File: src/rtl/ld_pkg.sv
package ld_pkg;
  localparam int ADDR_W      = 4;
  localparam int DATA_W      = 12;
  localparam int FRAME_W     = ADDR_W + DATA_W;
  localparam int NUM_DEV     = 3;
  localparam int NUM_ENTRIES = 10;
  localparam int TG_ENTRIES  = 4;
  localparam int AFE_REGS    = 3;

  typedef enum logic [1:0] {
    DEV_TG   = 2'd0,
    DEV_AFE1 = 2'd1,
    DEV_AFE2 = 2'd2
  } dev_e;

  typedef struct packed {
    logic binning;
    logic two_chan;
  } cfg_t;

  // timing generator register addresses, in send order
  localparam logic [ADDR_W-1:0] TG_A_FTPTR = 4'd0;
  localparam logic [ADDR_W-1:0] TG_A_OE    = 4'd1;
  localparam logic [ADDR_W-1:0] TG_A_SHUT  = 4'd4;
  localparam logic [ADDR_W-1:0] TG_A_POFS  = 4'd6;
  // front end register addresses, in send order
  localparam logic [ADDR_W-1:0] AFE_A_OP    = 4'd0;
  localparam logic [ADDR_W-1:0] AFE_A_CLAMP = 4'd2;
  localparam logic [ADDR_W-1:0] AFE_A_GAIN  = 4'd3;

  localparam logic [DATA_W-1:0] V_FTPTR_BIN  = 12'd2;
  localparam logic [DATA_W-1:0] V_FTPTR_NORM = 12'd0;
  localparam logic [DATA_W-1:0] V_OE_1CH     = 12'h5F3;
  localparam logic [DATA_W-1:0] V_OE_2CH     = 12'hFFF;
  localparam logic [DATA_W-1:0] V_POFS_1CH   = 12'h012;
  localparam logic [DATA_W-1:0] V_POFS_2CH   = 12'h024;
  localparam logic [DATA_W-1:0] V_SHUT_NONE  = 12'd2040;
  localparam logic [DATA_W-1:0] V_AFE_OP     = 12'h0A0;
  localparam logic [DATA_W-1:0] V_AFE_CLAMP  = 12'd96;
  localparam logic [DATA_W-1:0] V_AFE_GAIN   = 12'h0E6;
endpackage

File: src/rtl/ld_reset_ctrl.sv
module ld_reset_ctrl
  import ld_pkg::*;
#(
  parameter int SYNC_STAGES = 2,
  parameter int POR_HOLD    = 4
) (
  input  logic clk,
  input  logic por_n,
  input  logic btn_rst,
  input  logic remote_rst,
  input  logic sw_binning,
  input  logic sw_two_chan,
  output logic rst_req,
  output cfg_t cfg
);
  localparam int NSYNC = 4;
  localparam int PCW   = $clog2(POR_HOLD + 1);

  logic [NSYNC-1:0] raw;
  logic [NSYNC-1:0] stg [SYNC_STAGES];
  logic [NSYNC-1:0] synced;
  logic [PCW-1:0]   por_cnt;
  logic             por_busy;

  assign raw = {sw_two_chan, sw_binning, remote_rst, btn_rst};

  // synchroniser chain, one register stage per generate step
  for (genvar s = 0; s < SYNC_STAGES; s++) begin : g_sync
    if (s == 0) begin : g_first
      always_ff @(posedge clk or negedge por_n) begin
        if (!por_n) stg[0] <= '0;
        else        stg[0] <= raw;
      end
    end else begin : g_next
      always_ff @(posedge clk or negedge por_n) begin
        if (!por_n) stg[s] <= '0;
        else        stg[s] <= stg[s-1];
      end
    end
  end
  assign synced = stg[SYNC_STAGES-1];

  // stretch power-on reset until the synchronisers carry real switch values
  always_ff @(posedge clk or negedge por_n) begin
    if (!por_n)                        por_cnt <= '0;
    else if (por_cnt != PCW'(POR_HOLD)) por_cnt <= por_cnt + 1'b1;
  end
  assign por_busy = (por_cnt != PCW'(POR_HOLD));

  always_ff @(posedge clk or negedge por_n) begin
    if (!por_n) rst_req <= 1'b1;
    else        rst_req <= por_busy | synced[0] | synced[1];
  end

  // switches follow the synchroniser only while reset is held
  always_ff @(posedge clk or negedge por_n) begin
    if (!por_n) begin
      cfg <= '0;
    end else if (rst_req) begin
      cfg.binning  <= synced[2];
      cfg.two_chan <= synced[3];
    end
  end


  cfg_frozen_chk: assert property (@(posedge clk) disable iff (!por_n)
    (!rst_req && !$past(rst_req)) |-> $stable(cfg));
endmodule

File: src/rtl/ld_default_rom.sv
module ld_default_rom
  import ld_pkg::*;
#(
  parameter int IDX_W = $clog2(NUM_ENTRIES)
) (
  input  logic [IDX_W-1:0]  idx,
  input  cfg_t              cfg,
  output dev_e              dev,
  output logic [ADDR_W-1:0] addr,
  output logic [DATA_W-1:0] data
);
  localparam int AFE2_BASE = TG_ENTRIES + AFE_REGS;

  logic [IDX_W-1:0] afe_k;

  always_comb begin
    afe_k = '0;
    if (idx >= IDX_W'(AFE2_BASE))       afe_k = idx - IDX_W'(AFE2_BASE);
    else if (idx >= IDX_W'(TG_ENTRIES)) afe_k = idx - IDX_W'(TG_ENTRIES);
  end

  always_comb begin
    dev  = DEV_TG;
    addr = '0;
    data = '0;
    if (idx < IDX_W'(TG_ENTRIES)) begin
      dev = DEV_TG;
      case (idx[1:0])
        2'd0: begin
          addr = TG_A_FTPTR;
          data = cfg.binning ? V_FTPTR_BIN : V_FTPTR_NORM;
        end
        2'd1: begin
          addr = TG_A_OE;
          data = cfg.two_chan ? V_OE_2CH : V_OE_1CH;
        end
        2'd2: begin
          addr = TG_A_SHUT;
          data = V_SHUT_NONE;
        end
        default: begin
          addr = TG_A_POFS;
          data = cfg.two_chan ? V_POFS_2CH : V_POFS_1CH;
        end
      endcase
    end else begin
      dev = (idx < IDX_W'(AFE2_BASE)) ? DEV_AFE1 : DEV_AFE2;
      case (afe_k)
        IDX_W'(0): begin addr = AFE_A_OP;    data = V_AFE_OP;    end
        IDX_W'(1): begin addr = AFE_A_CLAMP; data = V_AFE_CLAMP; end
        default:   begin addr = AFE_A_GAIN;  data = V_AFE_GAIN;  end
      endcase
    end
  end
endmodule

File: src/rtl/ld_serializer.sv
module ld_serializer
  import ld_pkg::*;
#(
  parameter int GAP_CYC = 2
) (
  input  logic               clk,
  input  logic               por_n,
  input  logic               clr,
  input  logic               start,
  input  dev_e               dev,
  input  logic [FRAME_W-1:0] word,
  output logic               fin,
  output logic               sclk,
  output logic               sdata,
  output logic [NUM_DEV-1:0] sload
);
  localparam int CW = $clog2(FRAME_W);
  localparam int GW = $clog2(GAP_CYC + 1);

  typedef enum logic [1:0] {SR_IDLE, SR_SHIFT, SR_GAP} sr_e;

  sr_e                st;
  logic               ph;
  logic [CW-1:0]      cnt;
  logic [GW-1:0]      gcnt;
  logic [FRAME_W-1:0] shreg;
  logic [NUM_DEV-1:0] sel;
  logic [NUM_DEV-1:0] dev_hot;

  for (genvar g = 0; g < NUM_DEV; g++) begin : g_hot
    assign dev_hot[g] = (32'(dev) == g);
  end

  always_ff @(posedge clk or negedge por_n) begin
    if (!por_n) begin
      st <= SR_IDLE; ph <= 1'b0; cnt <= '0; gcnt <= '0; shreg <= '0; sel <= '0;
    end else if (clr) begin
      st <= SR_IDLE; ph <= 1'b0; cnt <= '0; gcnt <= '0; sel <= '0;
    end else begin
      case (st)
        SR_IDLE: if (start) begin
          shreg <= word;
          sel   <= dev_hot;
          cnt   <= '0;
          ph    <= 1'b0;
          st    <= SR_SHIFT;
        end
        SR_SHIFT: begin
          if (!ph) begin
            ph <= 1'b1;
          end else begin
            ph <= 1'b0;
            if (cnt == CW'(FRAME_W - 1)) begin
              st   <= SR_GAP;
              gcnt <= '0;
            end else begin
              cnt   <= cnt + 1'b1;
              shreg <= shreg >> 1;
            end
          end
        end
        SR_GAP: begin
          gcnt <= gcnt + 1'b1;
          if (gcnt == GW'(GAP_CYC - 1)) st <= SR_IDLE;
        end
        default: st <= SR_IDLE;
      endcase
    end
  end

  assign fin   = (st == SR_GAP) && (gcnt == GW'(GAP_CYC - 1));
  assign sclk  = (st == SR_SHIFT) && ph;
  assign sdata = shreg[0];
  assign sload = (st == SR_SHIFT) ? sel : '0;


  strobe_onehot_chk: assert property (@(posedge clk) disable iff (!por_n)
    $onehot0(sload));

  strobe_hold_chk: assert property (@(posedge clk) disable iff (!por_n || clr)
    (st == SR_SHIFT && $past(st) == SR_SHIFT) |-> $stable(sload));

  gap_quiet_chk: assert property (@(posedge clk) disable iff (!por_n)
    (st == SR_IDLE && $past(st) == SR_GAP) |-> ($past(sload) == '0 && sload == '0));
endmodule

File: src/rtl/reset_default_loader.sv
module reset_default_loader
  import ld_pkg::*;
#(
  parameter int GAP_CYC     = 2,
  parameter int SYNC_STAGES = 2,
  parameter int POR_HOLD    = 4
) (
  input  logic       clk,
  input  logic       por_n,
  input  logic       btn_rst,
  input  logic       remote_rst,
  input  logic       sw_binning,
  input  logic       sw_two_chan,
  input  logic       host_sclk,
  input  logic       host_sdata,
  input  logic [2:0] host_sload,
  output logic       ser_clk,
  output logic       ser_data,
  output logic [2:0] ser_load,
  output logic       load_done
);
  localparam int IDX_W = $clog2(NUM_ENTRIES);

  typedef enum logic [1:0] {SQ_HOLD, SQ_ISSUE, SQ_WAIT, SQ_DONE} sq_e;

  logic               rst_req;
  cfg_t               cfg;
  sq_e                st;
  logic [IDX_W-1:0]   idx;
  dev_e               r_dev;
  logic [ADDR_W-1:0]  r_addr;
  logic [DATA_W-1:0]  r_data;
  logic               fin;
  logic               ld_sclk, ld_sdata;
  logic [NUM_DEV-1:0] ld_sload;

  ld_reset_ctrl #(.SYNC_STAGES(SYNC_STAGES), .POR_HOLD(POR_HOLD)) u_rst (
    .clk(clk), .por_n(por_n), .btn_rst(btn_rst), .remote_rst(remote_rst),
    .sw_binning(sw_binning), .sw_two_chan(sw_two_chan),
    .rst_req(rst_req), .cfg(cfg)
  );

  ld_default_rom #(.IDX_W(IDX_W)) u_rom (
    .idx(idx), .cfg(cfg), .dev(r_dev), .addr(r_addr), .data(r_data)
  );

  ld_serializer #(.GAP_CYC(GAP_CYC)) u_ser (
    .clk(clk), .por_n(por_n), .clr(rst_req), .start(st == SQ_ISSUE),
    .dev(r_dev), .word({r_data, r_addr}), .fin(fin),
    .sclk(ld_sclk), .sdata(ld_sdata), .sload(ld_sload)
  );

  always_ff @(posedge clk or negedge por_n) begin
    if (!por_n) begin
      st <= SQ_HOLD; idx <= '0; load_done <= 1'b0;
    end else if (rst_req) begin
      st <= SQ_HOLD; idx <= '0; load_done <= 1'b0;
    end else begin
      case (st)
        SQ_HOLD:  begin st <= SQ_ISSUE; idx <= '0; end
        SQ_ISSUE: st <= SQ_WAIT;
        SQ_WAIT: if (fin) begin
          if (idx == IDX_W'(NUM_ENTRIES - 1)) begin
            st        <= SQ_DONE;
            load_done <= 1'b1;
          end else begin
            idx <= idx + 1'b1;
            st  <= SQ_ISSUE;
          end
        end
        default: st <= SQ_DONE;
      endcase
    end
  end

  // host owns the pins only after the defaults are in
  assign ser_clk  = load_done ? host_sclk  : ld_sclk;
  assign ser_data = load_done ? host_sdata : ld_sdata;
  assign ser_load = load_done ? host_sload : ld_sload;


  hold_quiet_chk: assert property (@(posedge clk) disable iff (!por_n)
    (st == SQ_HOLD) |-> (ser_load == '0 && !ser_clk && !load_done));

  done_fall_chk: assert property (@(posedge clk) disable iff (!por_n)
    $fell(load_done) |-> $past(rst_req));

  idx_step_chk: assert property (@(posedge clk) disable iff (!por_n)
    (idx != $past(idx)) |-> (idx == $past(idx) + 1'b1 || idx == '0));

  strobe_owner_chk: assert property (@(posedge clk) disable iff (!por_n)
    (ld_sload != '0) |-> (st == SQ_WAIT && !load_done));
endmodule

File: config.mk
export PLATFORM = sky130hd
export DESIGN_NAME = reset_default_loader
export DESIGN_NICKNAME = d
export VERILOG_FILES = /design/src/rtl/ld_pkg.sv /design/src/rtl/ld_reset_ctrl.sv /design/src/rtl/ld_default_rom.sv /design/src/rtl/ld_serializer.sv /design/src/rtl/reset_default_loader.sv
export SDC_FILE = /design/constraint.sdc
export NUM_CORES = 1
export LEC_CHECK = 0
export ABC_AREA = 1
export BUFFER_PORTS_ARGS = -buffer_cell sky130_fd_sc_hd__buf_4
export CORE_UTILIZATION = 50
export CTS_BUF_LIST = sky130_fd_sc_hd__clkbuf_4
export CTS_CLUSTER_SIZE = 20
export DETAILED_ROUTE_END_ITERATION = 7
export PLACE_DENSITY_LB_ADDON = 0.1
export SLEW_MARGIN = 20
export SYNTH_ARGS = -nofsm -noshare
export SYNTH_HDL_FRONTEND = slang
export SYNTH_SLANG_ARGS = --single-unit
File: constraint.sdc
create_clock -name clk -period 1.54 [get_ports clk]
set_input_delay 0 -clock clk [delete_from_list [all_inputs] [get_ports clk]]
set_output_delay 0 -clock clk [all_outputs]
set_load 0.01 [all_outputs]
# Word level (Yosys, flattened, before mapping)
# Index checks and enable logic that the tools add are counted.
word_totals:
  reg_bits: 49
  input_bits: 11
  word_cells: 130
classes:
  add_sub_neg: 6
  order_cmp: 4
  eq_ne: 23
  n_mux: 55
  n_bitwise: 3
  n_reduce_logical: 24
op_table:
  columns: ["op", "n"]
  rows:
  - ["$mux 16", 3]
  - ["$mux 4", 10]
  - ["$pmux 12 s3", 1]
  - ["$pmux 16 s2", 1]
  - ["$mux 2", 14]
  - ["$mux 12", 2]
  - ["$ne 3x2->1 const B", 6]
  - ["$pmux 4 s2", 2]
  - ["$pmux 8 s2", 1]
  - ["$mux 3", 5]
  - ["$pmux 2 s3", 2]
  - ["$reduce_bool 2->1", 6]
  - ["$eq 2x1->1 const B", 5]
  - ["$mux 1", 9]
  - ["$pmux 3 s3", 1]
  - ["$reduce_and 3->1", 3]
  - ["$reduce_bool 3->1", 3]
  - ["$add 4x1->4 const B", 2]
  - ["$eq 2x2->1 const B", 4]
  - ["$eq 4x4->1 const B", 2]
  - ["$ge 4x3->1 const B", 2]
  - ["$logic_not 2->1", 4]
  - ["$lt 4x3->1 const B", 2]
  - ["$pmux 2 s2", 2]
  - ["16 further kinds", 23]

# Logic depth before layout (Yosys ltp)
logic_depth:
  word_depth: 8
  ltp_mapped: 9
  mapped_depth_nobuf: 9

# Cells and area by module
# A second synthesis with hierarchy kept.
hier_totals:
  cells_unflattened: 392
  hier_area_um2: 2980.4
by_module_without_submodules:
  columns: ["mod", "instances", "cells_each", "area_each_um2"]
  rows:
  - ["ld_serializer", 1, 229, 1627.8]
  - ["reset_default_loader", 1, 59, 513.0]
  - ["ld_reset_ctrl", 1, 38, 469.2]
  - ["ld_default_rom", 1, 66, 370.4]

# Worst setup path after synthesis
# No wires, ideal clock.
synth_timing:
  path_type: "flip-flop to flip-flop"
  start: "register idx[0]"
  end: "register u_ser.shreg[0]"
  setup_time_ps: 117
  arrival_ps: 1433
  t_required_ps: 1423
  setup_slack_ps: -10
  path_stages_with_launch: 10
  n_path_buf: 1
  synth_period_minus_slack_ps: 1550
  cell_sequence: "dfrtp_1 clkbuf_2 inv_1 ha_1 nand2_1 nand2_1 a21oi_1 nand2_1 nand2_1 nand2_1"
synth_via:
  elab_chain_cells: 8
  word_cells_on_any_way: 17
synth_rtl:
  columns: ["element", "line", "rtl"]
  rows:
  - ["start, declared", "reset_default_loader.sv:29", "logic [IDX_W-1:0] idx;"]
  - ["start signal, assigned", "reset_default_loader.sv:67", "idx <= idx + 1'b1;"]
  - ["$sub 4x3->4 / $ge 4x3->1 (equally long branches)", "ld_default_rom.sv:19", "else if (idx >= IDX_W'(TG_ENTRIES)) afe_k = idx - IDX_W'(TG_ENTRIES);"]
  - ["$mux 4", "ld_default_rom.sv:19", null]
  - ["$mux 4", "ld_default_rom.sv:18", "if (idx >= IDX_W'(AFE2_BASE)) afe_k = idx - IDX_W'(AFE2_BASE);"]
  - ["$eq 4x1->1 / $logic_not 4->1 (equally long branches)", "ld_default_rom.sv:48", "case (afe_k)"]
  - ["$pmux 2 s2", "ld_default_rom.sv:48", null]
  - ["$mux 4 *", "ld_default_rom.sv:26", "if (idx < IDX_W'(TG_ENTRIES)) begin"]
  - ["$mux 16 *", "ld_serializer.sv:41", "SR_IDLE: if (start) begin"]
  - ["$pmux 16 s2 *", "ld_serializer.sv:40", "case (st)"]
  - ["end signal, assigned", "ld_serializer.sv:42", "shreg <= word;"]
  - ["end signal, assigned", "ld_serializer.sv:58", "shreg <= shreg >> 1;"]
  - ["end, declared", "ld_serializer.sv:26", "logic [FRAME_W-1:0] shreg;"]
# Mark *: on every way between the ends. The rest lies on a longest branch, timed or not. The select of a mux whose other input is x is not followed.
# A chain may end at the register's enable or synchronous reset.

# Worst setup path after layout
layout_timing:
  start: "register idx[1]"
  end: "register idx[2]"
layout_via:
  elab_chain_cells: 5
  word_cells_on_any_way: 8
layout_rtl:
  columns: ["element", "line", "rtl"]
  rows:
  - ["$add 4x1->4", "reset_default_loader.sv:67", null]
  - ["$mux 4", "reset_default_loader.sv:63", "if (idx == IDX_W'(NUM_ENTRIES - 1)) begin"]
  - ["$mux 4", "reset_default_loader.sv:62", "SQ_WAIT: if (fin) begin"]
  - ["$pmux 4 s2", "reset_default_loader.sv:59", "case (st)"]
  - ["$mux 4", "reset_default_loader.sv:56", "end else if (rst_req) begin"]
# Several ways; a longest one is shown, not always the timed one. The select of a mux whose other input is x is not followed.

==> flow_metrics.tcl <==
set metrics [dict create \
    outcome "finished clean" \
    path_max_fanout 4 \
    synth_edf_count 0 \
    dp_cells 407 \
    slew_viol_final 0 \
    max_freq_mhz 671 \
    startpoint "idx[1]" \
    slew-limit-headroom 0.598 \
    final_antenna_net_count 0 \
    leakagePower_uw 0.00156 \
    seq_area_frac_synth 0.481 \
    drt_wl_total_um 5360 \
    cts_root_buf "clkbuf_4" \
    clk_latency_ps 380 \
    nNetsFinal 379 \
    drv_cap 0 \
    die_area_um2 5390 \
    ir_drop_uv 514 \
    critPathMaxStageDelay_ps 420 \
    crit_path_end_kind "register" \
    vias_per_cell 5.08 \
    fin_skew_ps 21.6 \
    coreArea_um2 4820 \
    drive_above_1_share 0.269 \
    die_x_um 73.4 \
    grt_start_max_net_pins 50 \
    drc 0 \
    cts.sinks 49 \
    synth_flop_cell "dfrtp_1" \
    antenna_found_initial 0 \
    syn_area_um2 2550 \
    netlist_instances 311 \
    cp_slowest_cell "dfrtp_1" \
    critPathArrivalTime_ps 1780 \
    grt_pass1_vias 1947 \
    cts_made_buffers 5 \
    r2r_start "idx[1]" \
    drtIter0Drc 152 \
    stdcell_area_um2 3110 \
    path_cells "inv_2, ha_1, nand4_1, inv_1, nor2_4, nand4_1, o21ai_1" \
    ys_warn_count 0 \
    cpMostUsedCell "nand4_1" \
    die_h_um 73.4 \
    finalPower_uw 2310 \
    powerDensity_nw_per_um2 742 \
    placed_cell_area_um2 2870 \
    numPortBuffers 16 \
    syn_to_final_growth_pct 22.1 \
    avgSynthCellArea_um2 8.20 \
    required_ps 1830 \
    final_cells 427 \
    yosys.cell_types.count 35 \
    worstMarginPinSlew_ps 604 \
    cts-htree-levels 2 \
    worstSetupStartpointType "register" \
    clkTransAtPathRegs_ps 160 \
    rows 25 \
    final_hold_viol_count 0 \
    post-route-period-util 0.968 \
    fillers 437 \
    critPathKind "reg2reg" \
    initial_utilization 0.529 \
    synthTopCellsByArea "dfrtp_1 (47%), nand2_1 (14%), inv_1 (4.7%), ha_1 (4.4%), nor2_1 (3.8%)" \
    worstHoldPathType "in2async" \
    vias 2170 \
    yosysTopAreaCell "dfrtp_1" \
    dr.pass1.iters 4 \
    final_util 0.646 \
    grt_usage 0.216 \
    io_pins 17 \
    dpl.hpwl_um 3730 \
    cts_tree "built" \
    synthArstFlopShare 1.00 \
    setup_viol 0 \
    n_antenna_cell 0 \
    synth-seq-cells 49 \
    synth_fp_nets 331 \
    tns_ps 0 \
    clock_path_buffers 2 \
    min_period_ps 1490 \
    wl_per_cell_um 12.6 \
    synthDominantCellAreaShare 0.471 \
    routabilityCongestion 0.850 \
    overflow 0 \
    grt_first_pass_wirelength_um 8770 \
]
## stage by stage
stage          hold WS, ps  setup slack, ps
2_1_floorplan         -296             32.3
3_3_place_gp          54.8            -6.60
3_5_place_dp          51.2            -28.2
4_1_cts                171            0.970
5_1_grt                204            -21.2
6_report               146             48.6
## final cells by class
cell class,instances,area (µm²),area share
Clock inverter,3,20.0,0.00643
Tap cell,67,83.8,0.0269
Timing Repair Buffer,49,405,0.130
Inverter,37,139,0.0446
Clock buffer,5,37.5,0.0121
Sequential cell,49,1230,0.395
Multi-Input combinational cell,217,1200,0.385
## report_power, final
| group | internal, µW | switching, µW | total (µW) |
|---|---|---|---|
| Combinational | 119 | 167 | 286 |
| Sequential | 1370 | 43.7 | 1420 |
| Clock | 179 | 428 | 607 |
## routing by layer
layer  up-vias  track usage  part of all wire
met5         -            0                 0
met4         0       0.0620            0.0099
met3         5       0.0453             0.036
met2        37        0.332              0.46
met1      1027        0.308              0.49
li1       1101            -                 -
## registers in the layout (all words and copies together) (netlist names)
signal         flops
u_ser.shreg       16
idx                4
u_rst.stg          4
u_rst.synced       4
u_ser.cnt          4
u_rst.por_cnt      3
u_ser.sel          3
st                 2
u_rst.cfg          2
u_ser.gcnt         2
u_ser.st           2
load_done          1
u_rst.rst_req      1
u_ser.ph           1
## placed cells by master (no fill, tap or decap), types with 3 or more instances in the layout
cell	count
o22ai_1	4
a21oi_1	14
ha_1	7
a21oi_2	5
o21ai_2	8
nand4_1	6
nor2_2	6
o21ai_1	5
dfrtp_1	47
nor2_1	24
nand2_1	90
o31ai_2	3
buf_4	42
nand3_1	12
inv_1	30
clkbuf_4	5
inv_2	7
nand2_2	5
o21ai_0	10
dlygate4sd3_1	5
## worst paths after layout
path	to	slack, ps	depth (start not counted)
worst max-delay path	idx[2]	50	7
worst min-delay path	u_ser.cnt[0]	150	2
worst max register to register	idx[2]	50	7
worst min register to register	u_rst.synced[2]	370	0
max in group asynchronous	idx[0]	930	2
min in group clk	ser_data	280	4
## logic make-up after synthesis
family / share of synthesized area
simple gates: 0.251
compound gates: 0.133
flops: 0.481
buf+inv: 0.0790
fa+ha+maj: 0.0442
xor+xnor: 0.00687
mux: 0.00393
## critical path, delay by kind of cell, from the launching register on
family                   cells  cell delay [ps]
AND/OR/NAND/NOR              3              430
flip-flops                   1              420
AO/OA/AOI/OAI                1              210
adder cells (fa/ha/maj)      1              200
buffers and inverters        2              160
## synthesized netlist by cell type (2+ instances only)
| master | instances |
|---|---|
| o21ai_2 | 8 |
| nor2_2 | 5 |
| ha_1 | 9 |
| dfrtp_1 | 48 |
| o22ai_1 | 4 |
| nor2_1 | 26 |
| nand4_1 | 6 |
| buf_6 | 3 |
| nand2_1 | 93 |
| inv_2 | 5 |
| o21ai_1 | 5 |
| a21oi_1 | 16 |
| inv_1 | 32 |
| o31ai_1 | 3 |
| a21oi_2 | 3 |
| nand3_1 | 14 |
| clkbuf_1 | 3 |
| nor3b_1 | 2 |
| o21ai_0 | 10 |
## what timing repair did
| action | CTS | global route |
|---|---|---|
| gates resized for setup | 6 | 15 |
| cloned | 1 | 0 |
| pin swaps | 3 | 4 |
| hold endpoints to repair | 52 | 0 |
| buffers inserted | 2 | 4 |
| setup endpoints to repair | 12 | 19 |
| hold buffers | 5 | 0 |
Note: power is estimated with default switching activity, not from simulation.
